<file path="src/rtl/hz_pkg.sv">
package hz_pkg;

    typedef enum logic [1:0] {
        SRC_REGFILE = 2'b00,
        SRC_WBACK   = 2'b01,
        SRC_MEMSTG  = 2'b10
    } src_sel_e;

endpackage

</file>
<file path="src/rtl/hz_src_fwd.sv">
module hz_src_fwd
    import hz_pkg::*;
#(
    parameter int RW = 5
) (
    input  logic [RW-1:0] src,
    input  logic [RW-1:0] mem_rd,
    input  logic          mem_wen,
    input  logic [RW-1:0] wb_rd,
    input  logic          wb_wen,
    output src_sel_e      sel
);

    logic mem_hit;
    logic wb_hit;

    // A producer only counts when it really writes a nonzero register.
    assign mem_hit = mem_wen && (mem_rd != '0) && (mem_rd == src);
    assign wb_hit  = wb_wen  && (wb_rd  != '0) && (wb_rd  == src);

    always_comb begin
        unique case ({mem_hit, wb_hit})
            2'b10, 2'b11: sel = SRC_MEMSTG;   // younger result wins
            2'b01:        sel = SRC_WBACK;
            default:      sel = SRC_REGFILE;
        endcase
    end

endmodule

</file>
<file path="src/rtl/hz_load_use.sv">
module hz_load_use #(
    parameter int RW = 5
) (
    input  logic [RW-1:0] id_rs1,
    input  logic [RW-1:0] id_rs2,
    input  logic [RW-1:0] ex_rd,
    input  logic          ex_wen,
    input  logic          ex_load,
    output logic          stall
);

    logic load_live;

    assign load_live = ex_load && ex_wen && (ex_rd != '0);
    assign stall     = load_live && ((ex_rd == id_rs1) || (ex_rd == id_rs2));

endmodule

</file>
<file path="src/rtl/hz_fwd_unit.sv">
module hz_fwd_unit
    import hz_pkg::*;
#(
    parameter int NREG = 32,
    parameter int RW   = $clog2(NREG)
) (
    input  logic [RW-1:0] id_rs1,
    input  logic [RW-1:0] id_rs2,
    input  logic [RW-1:0] ex_rs1,
    input  logic [RW-1:0] ex_rs2,
    input  logic [RW-1:0] ex_rd,
    input  logic          ex_wen,
    input  logic          ex_load,
    input  logic [RW-1:0] mem_rd,
    input  logic          mem_wen,
    input  logic [RW-1:0] wb_rd,
    input  logic          wb_wen,
    output logic [1:0]    fwd_a,
    output logic [1:0]    fwd_b,
    output logic          hold_front,
    output logic          insert_bubble
);

    localparam int NSRC = 2;

    logic [RW-1:0] ex_src [NSRC];
    src_sel_e      sel    [NSRC];
    logic          stall;

    assign ex_src[0] = ex_rs1;
    assign ex_src[1] = ex_rs2;

    for (genvar g = 0; g < NSRC; g++) begin : g_src
        hz_src_fwd #(.RW(RW)) u_fwd (
            .src     (ex_src[g]),
            .mem_rd  (mem_rd),
            .mem_wen (mem_wen),
            .wb_rd   (wb_rd),
            .wb_wen  (wb_wen),
            .sel     (sel[g])
        );
    end

    hz_load_use #(.RW(RW)) u_lu (
        .id_rs1  (id_rs1),
        .id_rs2  (id_rs2),
        .ex_rd   (ex_rd),
        .ex_wen  (ex_wen),
        .ex_load (ex_load),
        .stall   (stall)
    );

    assign fwd_a         = sel[0];
    assign fwd_b         = sel[1];
    assign hold_front    = stall;
    assign insert_bubble = stall;

endmodule

</file>
<file path="config.mk">
export PLATFORM = sky130hd
export DESIGN_NAME = hz_fwd_unit
export DESIGN_NICKNAME = d
export VERILOG_FILES = /design/src/rtl/hz_pkg.sv /design/src/rtl/hz_src_fwd.sv /design/src/rtl/hz_load_use.sv /design/src/rtl/hz_fwd_unit.sv
export SDC_FILE = /design/constraint.sdc
export NUM_CORES = 1
export LEC_CHECK = 0
export BUFFER_PORTS_ARGS = -buffer_cell sky130_fd_sc_hd__buf_4
export CORE_AREA = 2 2 39 41
export DETAILED_ROUTE_END_ITERATION = 10
export DIE_AREA = 0 0 41 43
export GPL_TIMING_DRIVEN = 0
export PLACE_DENSITY = 0.85
export SLEW_MARGIN = 20
export SYNTH_ARGS = -nofsm -noshare
export SYNTH_HDL_FRONTEND = slang
export SYNTH_SLANG_ARGS = --single-unit
</file>
<file path="constraint.sdc">
create_clock -name vclk -period 3.26
set_input_delay 0.489 -clock vclk [all_inputs]
set_output_delay 0.489 -clock vclk [all_outputs]
set_load 0.05 [all_outputs]
</file>
==> results.md, run 1 <==
* Status: complete, no violations
* Synth unique cells at 12
* Combinational Power Share at 1.000
* Largest net degree at the start of global routing at 4
* CP Launch Type: primary input
* Layout cell share with drive strength beyond 1 at 0.516
* Global-route wire length before repair at 1960 µm
* Post-CTS Setup Inserts at 0
* # hold bufs at CTS at 0
* Routability cong. at 0.700
* Post-route DRC violation count at 0
* Core Area at 1380 µm²
* Max_slew headroom at 0.697
* Top cell type's share of synthesized area at 0.436
* Clk pwr share at 0
* Sequential-to-total area share from yosys stat at 0
* Non-Filler Instances at 111
* Die height at 43 µm
* Switching share of power at 0.417
* Setup Slack @ Placement at 0.867 ns
* Initial Util at 0.290
* Final hold viol count at 0
* PnR worst setup slack at 0.881 ns
* Total grt overflow at 0
* Pwr/cell area at 122 nW/µm²
* Design internal power at 0.0539 mW
* Iter 0 DRT Violations at 2
* Total Nets Final at 136
* Die area at 1760 µm²
* Antenna viol nets, final at 0
* Top Metal Used: met3
* Inst Count DP at 111
* CP arrival at 1.89 ns
* Chip Width at 41 µm
* Final Setup Violations at 0
* Finished Core Util at 0.549
* Cell Area, Synth at 402 µm²
* Max-Cap Viols at 0
* Final Total Pwr at 0.0924 mW
* Worst setup startpoint: mem_rd[0]
* Setup TNS at 0 ns
* Routed wl met3 at 141 µm
* CP max FO at 3
* Via count at 527
* Rows at 14
* IO Port Bufs at 45
* Register area at 0 µm²
* Clock buffers at 0
* Sequential power share at 0
* WL/cell at 11.0 µm
* Post-Route M1 WL at 426 µm
* Fillers at 126
* Post-synth net total at 89
* Antenna Diode Count at 0
* Top-count cell post-synth: xor2_1
* Synth cell count leaders: xor2_1 (20), xnor2_1 (10), or4_1 (5)
* WP data required at 2.77 ns
* Cell Area, Placed at 759 µm²
* Final Cycle Share at 0.730
* Detailed Place HPWL at 1150 µm
* Metal2 WL at 652 µm
* Vias/cell at 4.75
* Fin. max-slew vios at 0
* Area delta synth->final at 89.1%
* CP Capture Type: output port
* WS Path Type: in -> out
* Global Route Usage Sum at 0.150
* Switching Power at 0.0386 mW
* Syn Inst Count at 50
* Ranking of synthesized cells by area: xor2_1 (44%), xnor2_1 (22%), or4_1 (9.3%)
* Post-CTS sizing at 0
* Dominant cell type by area after synthesis: xor2_1
* Max VDD drop at 47.6 µV
* Vias in the first global route at 524
* Final Instance Area at 759 µm²
* Final min period at 2.38 ns
* Synth warnings at 0
* Leak at 0.349 nW
* Sequential cells at 0
* Highest clock rate at 0.420 GHz
* RSZ-0062 raised after global routing: no
* Worst setup path end: fwd_b[0]
* Minimum hold slack at 1.39 ns
* Final WL at 1220 µm
* Mean Syn Cell Area at 8.03 µm²
* DRT Pass-1 Iters at 2
* Hold/Removal Path Class: in -> out
* Ports at 45
* Worst-Margin Slew at 0.450 ns
* Initial antenna violation count at 0
==> final cells by class <==
class | count | area [µm²] | share of cell area
Multi-Input combinational cell | 49 | 394 | 0.519
Timing Repair Buffer | 45 | 338 | 0.445
Tap cell | 16 | 20.0 | 0.0264
Buffer | 1 | 7.51 | 0.00988
==> metal layers <==
metal,vias to the layer above,GRT usage
met2,32,0.297
met3,0,0.0105
met5,-,0
met4,0,0
li1,269,-
met1,226,0.168
==> kinds of logic (layout without fill, tap and decap cells) <==
logic type | after synthesis | count (layout) | share of synthesized area
simple gates | 15 | 15 | 0.262
compound gates | 4 | 4 | 0.0654
buf+inv | 1 | 46 | 0.0187
xor+xnor | 30 | 30 | 0.654
==> worst min-delay path by stage <==
| stage | cells past startpoint | from | endpoint |
|---|---|---|---|
| 2_1_floorplan | 2 | mem_wen | fwd_a[1] |
| 3_3_place_gp | 4 | mem_wen | fwd_b[1] |
| 3_5_place_dp | 4 | mem_wen | fwd_a[1] |
| 4_1_cts | 4 | mem_wen | fwd_a[1] |
| 5_1_grt | 4 | mem_wen | fwd_a[1] |
| 6_report | 4 | mem_wen | fwd_a[1] |
==> power groups by stage <==
stage / combinational, mW / clock [mW] / sequential (mW)
after floorplan: 0.0384 / 0 / 0
after global routing: 0.101 / 0 / 0
final: 0.0924 / 0 / 0
after global placement: 0.0911 / 0 / 0
after detailed placement: 0.0930 / 0 / 0
after CTS: 0.0934 / 0 / 0
==> critical path: stages <==
cell	delay, ns
buf_4	0.13
or4_1	0.53
o21ai_2	0.14
nor4_1	0.09
nor4_2	0.27
buf_4	0.24
==> layout by cell type, fill, tap and decap left out <==
master and n:
buf_4 46, xor2_1 20, xnor2_1 10, or4_1 5, nand3_1 4, nor4_1 2
nor4_2 2, nor3_1 2, o21ai_2 1, o21ai_1 1, o211ai_1 1, a21oi_1 1
Power figures use the tool's default switching activity.
==> run 2: changes to the inputs <==
Clock period 3.26 ns to 2.4 ns, I/O delays scaled along.
==> run 2 against run 1 <==
Net effect: count of clock-buffer cells in the layout unchanged; core utilization up 2.2 points; non-clock buffer count unchanged.
==> results.md, run 2 (same netlist as run 1, synthesis figures left out) <==
* Die area at 1760 µm²
* Vias in the first global route at 575
* CP Launch Type: primary input
* Max VDD drop at 88.0 µV
* WS Path Type: in -> out
* Vias/cell at 4.80
* Routability cong. at 0.652
* Area delta synth->final at 96.6%
* DRT Pass-1 Iters at 1
* Most frequent cells in the layout: buf_4 (46), xor2_1 (20), xnor2_1 (10)
* IO Port Bufs at 45
* Final hold viol count at 0
* Largest net degree at the start of global routing at 4
* Post-CTS sizing at 0
* Final Cycle Share at 0.896
* Final WL at 1290 µm
* Max-Cap Viols at 0
* CP max stage delay at 0.54 ns
* CP Capture Type: output port
* Minimum hold slack at 1.15 ns
* Multi-input logic area at 424 µm²
* RSZ-0062 raised after global routing: no
* Core Area at 1380 µm²
* Antenna Diode Count at 0
* Non-Filler Instances at 111
* Worst setup path end: fwd_b[0]
* Sequential cells at 0
* CP Buf/Inv Count at 2
* Max stage delay cell, worst path: or4_1
* Die height at 43 µm
* CP arrival at 1.79 ns
* Via count at 533
* Fin. max-slew vios at 0
* CP max FO at 3
* Family with the most delay on the worst path: simple AND/OR/NAND/NOR gates
* Rows at 14
* Iter 0 DRT Violations at 0
* Hold/Removal Path Class: in -> out
* Ports at 45
* Setup Slack @ Placement at 0.233 ns
* Clock buffers at 0
* Total Nets Final at 136
* Register area at 0 µm²
* Highest clock rate at 0.465 GHz
* Initial antenna violation count at 0
* Inst Count DP at 111
* Global-route wire length before repair at 2060 µm
* Most common cell after layout, fill and taps aside: buf_4
* Global Route Usage Sum at 0.162
* Layout cell share with drive strength beyond 1 at 0.537
* Max_slew headroom at 0.714
* Detailed Place HPWL at 1250 µm
* Post-CTS Setup Inserts at 0
* Worst setup startpoint: mem_rd[0]
* Status: complete, no violations
* CP Depth at 6
* Final Setup Violations at 0
* Fillers at 130
* Total grt overflow at 0
* PnR worst setup slack at 0.249 ns
* Antenna viol nets, final at 0
* Initial Util at 0.290
* Worst-path cell chain: buf_4 > or4_1 > o21ai_2 > nor4_2 > nor4_4 > buf_4
* Final Total Pwr at 0.133 mW
* Post-route DRC violation count at 0
* Pwr/cell area at 168 nW/µm²
* Setup TNS at 0 ns
* Chip Width at 41 µm
* WP data required at 2.04 ns
* Leak at 0.350 nW
* WL/cell at 11.6 µm
* Final min period at 2.15 ns
* Worst-Margin Slew at 0.426 ns
* Crit path top cell by count: buf_4
* # hold bufs at CTS at 0
run 2: cell count changes in the layout (fill, tap and decap cells not counted):
cell and delta:
nor4_1 -2, nor4_4 +2
run 2: area by class of cell:
type               count  share of cell area
multi-input cells     49               0.537
repair buffers        45               0.428
well taps             16              0.0254
plain buffers          1             0.00951
run 2: tightest hold or removal path: stages:
cell      delay (ns)
buf_4           0.11
o211ai_1        0.07
a21oi_1         0.06
buf_4           0.19
run 2: where the power goes:
| group | internal (mW) | switching (mW) |
|---|---|---|
| registers | 0 | 0 |
| logic | 0.0744 | 0.0584 |
| clock network | 0 | 0 |
| total | 0.0744 | 0.0584 |
run 2: per-stage QoR:
| step | area, µm² | utilization |
|---|---|---|
| 3_5_place_dp | 790 | 0.571 |
| 2_1_floorplan | 432 | - |
| 4_1_cts | 790 | 0.571 |
| 5_1_grt | 790 | 0.571 |
| 6_report | 790 | 0.571 |
| 3_3_place_gp | 790 | 0.571 |
run 2: per-layer routing:
layer	wire, µm	track usage
met5	0	0
met4	0	0
met3	144	0.0105
met2	762	0.363
met1	381	0.139
run 2: worst min path at each step:
stage	start	to	depth (start not counted)
2_1_floorplan	mem_wen	fwd_a[1]	2
3_3_place_gp	mem_wen	fwd_b[1]	4
3_5_place_dp	ex_load	hold_front	4
4_1_cts	ex_load	hold_front	4
5_1_grt	ex_load	hold_front	4
6_report	ex_load	hold_front	4
==> run 3: changes to the inputs <==
Settings changed: CELL_PAD_IN_SITES_DETAIL_PLACEMENT set to 1, CELL_PAD_IN_SITES_GLOBAL_PLACEMENT set to 1, CORE_AREA 2 2 39 41 to unset, CORE_UTILIZATION set to 23, DIE_AREA 0 0 41 43 to unset, PLACE_DENSITY 0.85 to 0.95.
==> run 3 against run 2 <==
Net effect: power is 1.9% higher; design area unchanged; combinational power barely moved; largest power group unchanged; wire length rose by 17%; cell count is the same; setup slack got worse by 0.041 ns; first-iteration DRC count increased by 8; count of clock-buffer cells in the layout unchanged; the run now ends with DRC left; sequential share of layout area unchanged; via count is 3.0% higher; highest routed layer unchanged.
==> results.md, run 3 (same netlist as run 1, synthesis figures left out) <==
* Initial Util at 0.255
* Final min period at 2.19 ns
* # hold bufs at CTS at 0
* Cell Area, Placed at 790 µm²
* Final Total Pwr at 0.135 mW
* CP Launch Type: primary input
* Max-Cap Viols at 0
* Global-route wire length before repair at 2540 µm
* Post-CTS Setup Inserts at 0
* Final WL at 1510 µm
* Worst setup startpoint: mem_rd[0]
* Max VDD drop at 72.0 µV
* WL/cell at 13.6 µm
* Setup TNS at 0 ns
* Worst-path cell chain: buf_4 > or4_1 > o21ai_2 > nor4_2 > nor4_4 > buf_4
* Total grt overflow at 0
* WP data required at 2.04 ns
* CP arrival at 1.83 ns
* CP Capture Type: output port
* Final hold viol count at 0
* IO Port Bufs at 45
* Max_slew headroom at 0.705
* Die area at 1920 µm²
* Worst-Margin Slew at 0.440 ns
* PnR worst setup slack at 0.208 ns
* Vias in the first global route at 601
* Final Setup Violations at 0
* Worst setup path end: fwd_b[0]
* Antenna Diode Count at 0
* Global Route Usage Sum at 0.173
* Family with the most delay on the worst path: simple AND/OR/NAND/NOR gates
* Iter 0 DRT Violations at 8
* Vias/cell at 4.95
* Post-route DRC violation count at 7
* Sequential cells at 0
* Highest clock rate at 0.456 GHz
* Most frequent cells in the layout: buf_4 (46), xor2_1 (20), xnor2_1 (10)
* Clock buffers at 0
* Non-Filler Instances at 111
* Layout cell share with drive strength beyond 1 at 0.537
* Finished Core Util at 0.501
* CP Depth at 6
* Area delta synth->final at 96.6%
* Multi-input logic area at 424 µm²
* Status: finished, violations left
* Antenna viol nets, final at 0
* WS Path Type: in -> out
* Pwr/cell area at 171 nW/µm²
* CP max FO at 3
* Via count at 549
* Setup Slack @ Placement at 0.191 ns
* Post-CTS sizing at 0
* Detailed Place HPWL at 1410 µm
* Die height at 43.8 µm
* CP Buf/Inv Count at 2
* Max stage delay cell, worst path: or4_1
* Initial antenna violation count at 0
* Fin. max-slew vios at 0
* Leak at 0.350 nW
* Minimum hold slack at 1.14 ns
* Fillers at 194
* Final Cycle Share at 0.914
* Most common cell after layout, fill and taps aside: buf_4
* Register area at 0 µm²
* Core Area at 1580 µm²
* RSZ-0062 raised after global routing: no
* Final Instance Area at 790 µm²
* Largest net degree at the start of global routing at 4
* Failing checks: DRC
* CP max stage delay at 0.55 ns
* Crit path top cell by count: buf_4
* Total Nets Final at 136
* DRT Pass-1 Iters at 6
* Ports at 45
* Hold/Removal Path Class: in -> out
* Rows at 14
* Chip Width at 43.8 µm
* Routability cong. at 0.728
* Inst Count DP at 111
[run 3: power by group]
group	internal [mW]	switching, mW
Combinational	0.0744	0.0609
Clock	0	0
Sequential	0	0
[run 3: how the worst min path moves through the flow]
stage                 endpoint  depth (start not counted)  slack, ns     from
floorplan             fwd_a[1]                          2       0.92  mem_wen
global placement      fwd_a[1]                          4       1.15  mem_wen
detailed placement  hold_front                          4       1.14  ex_load
CTS                 hold_front                          4       1.15  ex_load
global route        hold_front                          4       1.17  ex_load
finish              hold_front                          4       1.14  ex_load
[run 3: cell type report]
cell class | instances | area share
repair buffers | 45 | 0.428
multi-input cells | 49 | 0.537
plain buffers | 1 | 0.00951
well taps | 16 | 0.0254
[run 3: routing by layer]
| layer | vias up | GRT usage | routed length [µm] |
|---|---|---|---|
| li1 | 268 | - | - |
| met4 | 0 | 0 | 0 |
| met5 | - | 0 | 0 |
| met1 | 238 | 0.190 | 529 |
| met3 | 0 | 0.0250 | 203 |
| met2 | 43 | 0.358 | 773 |
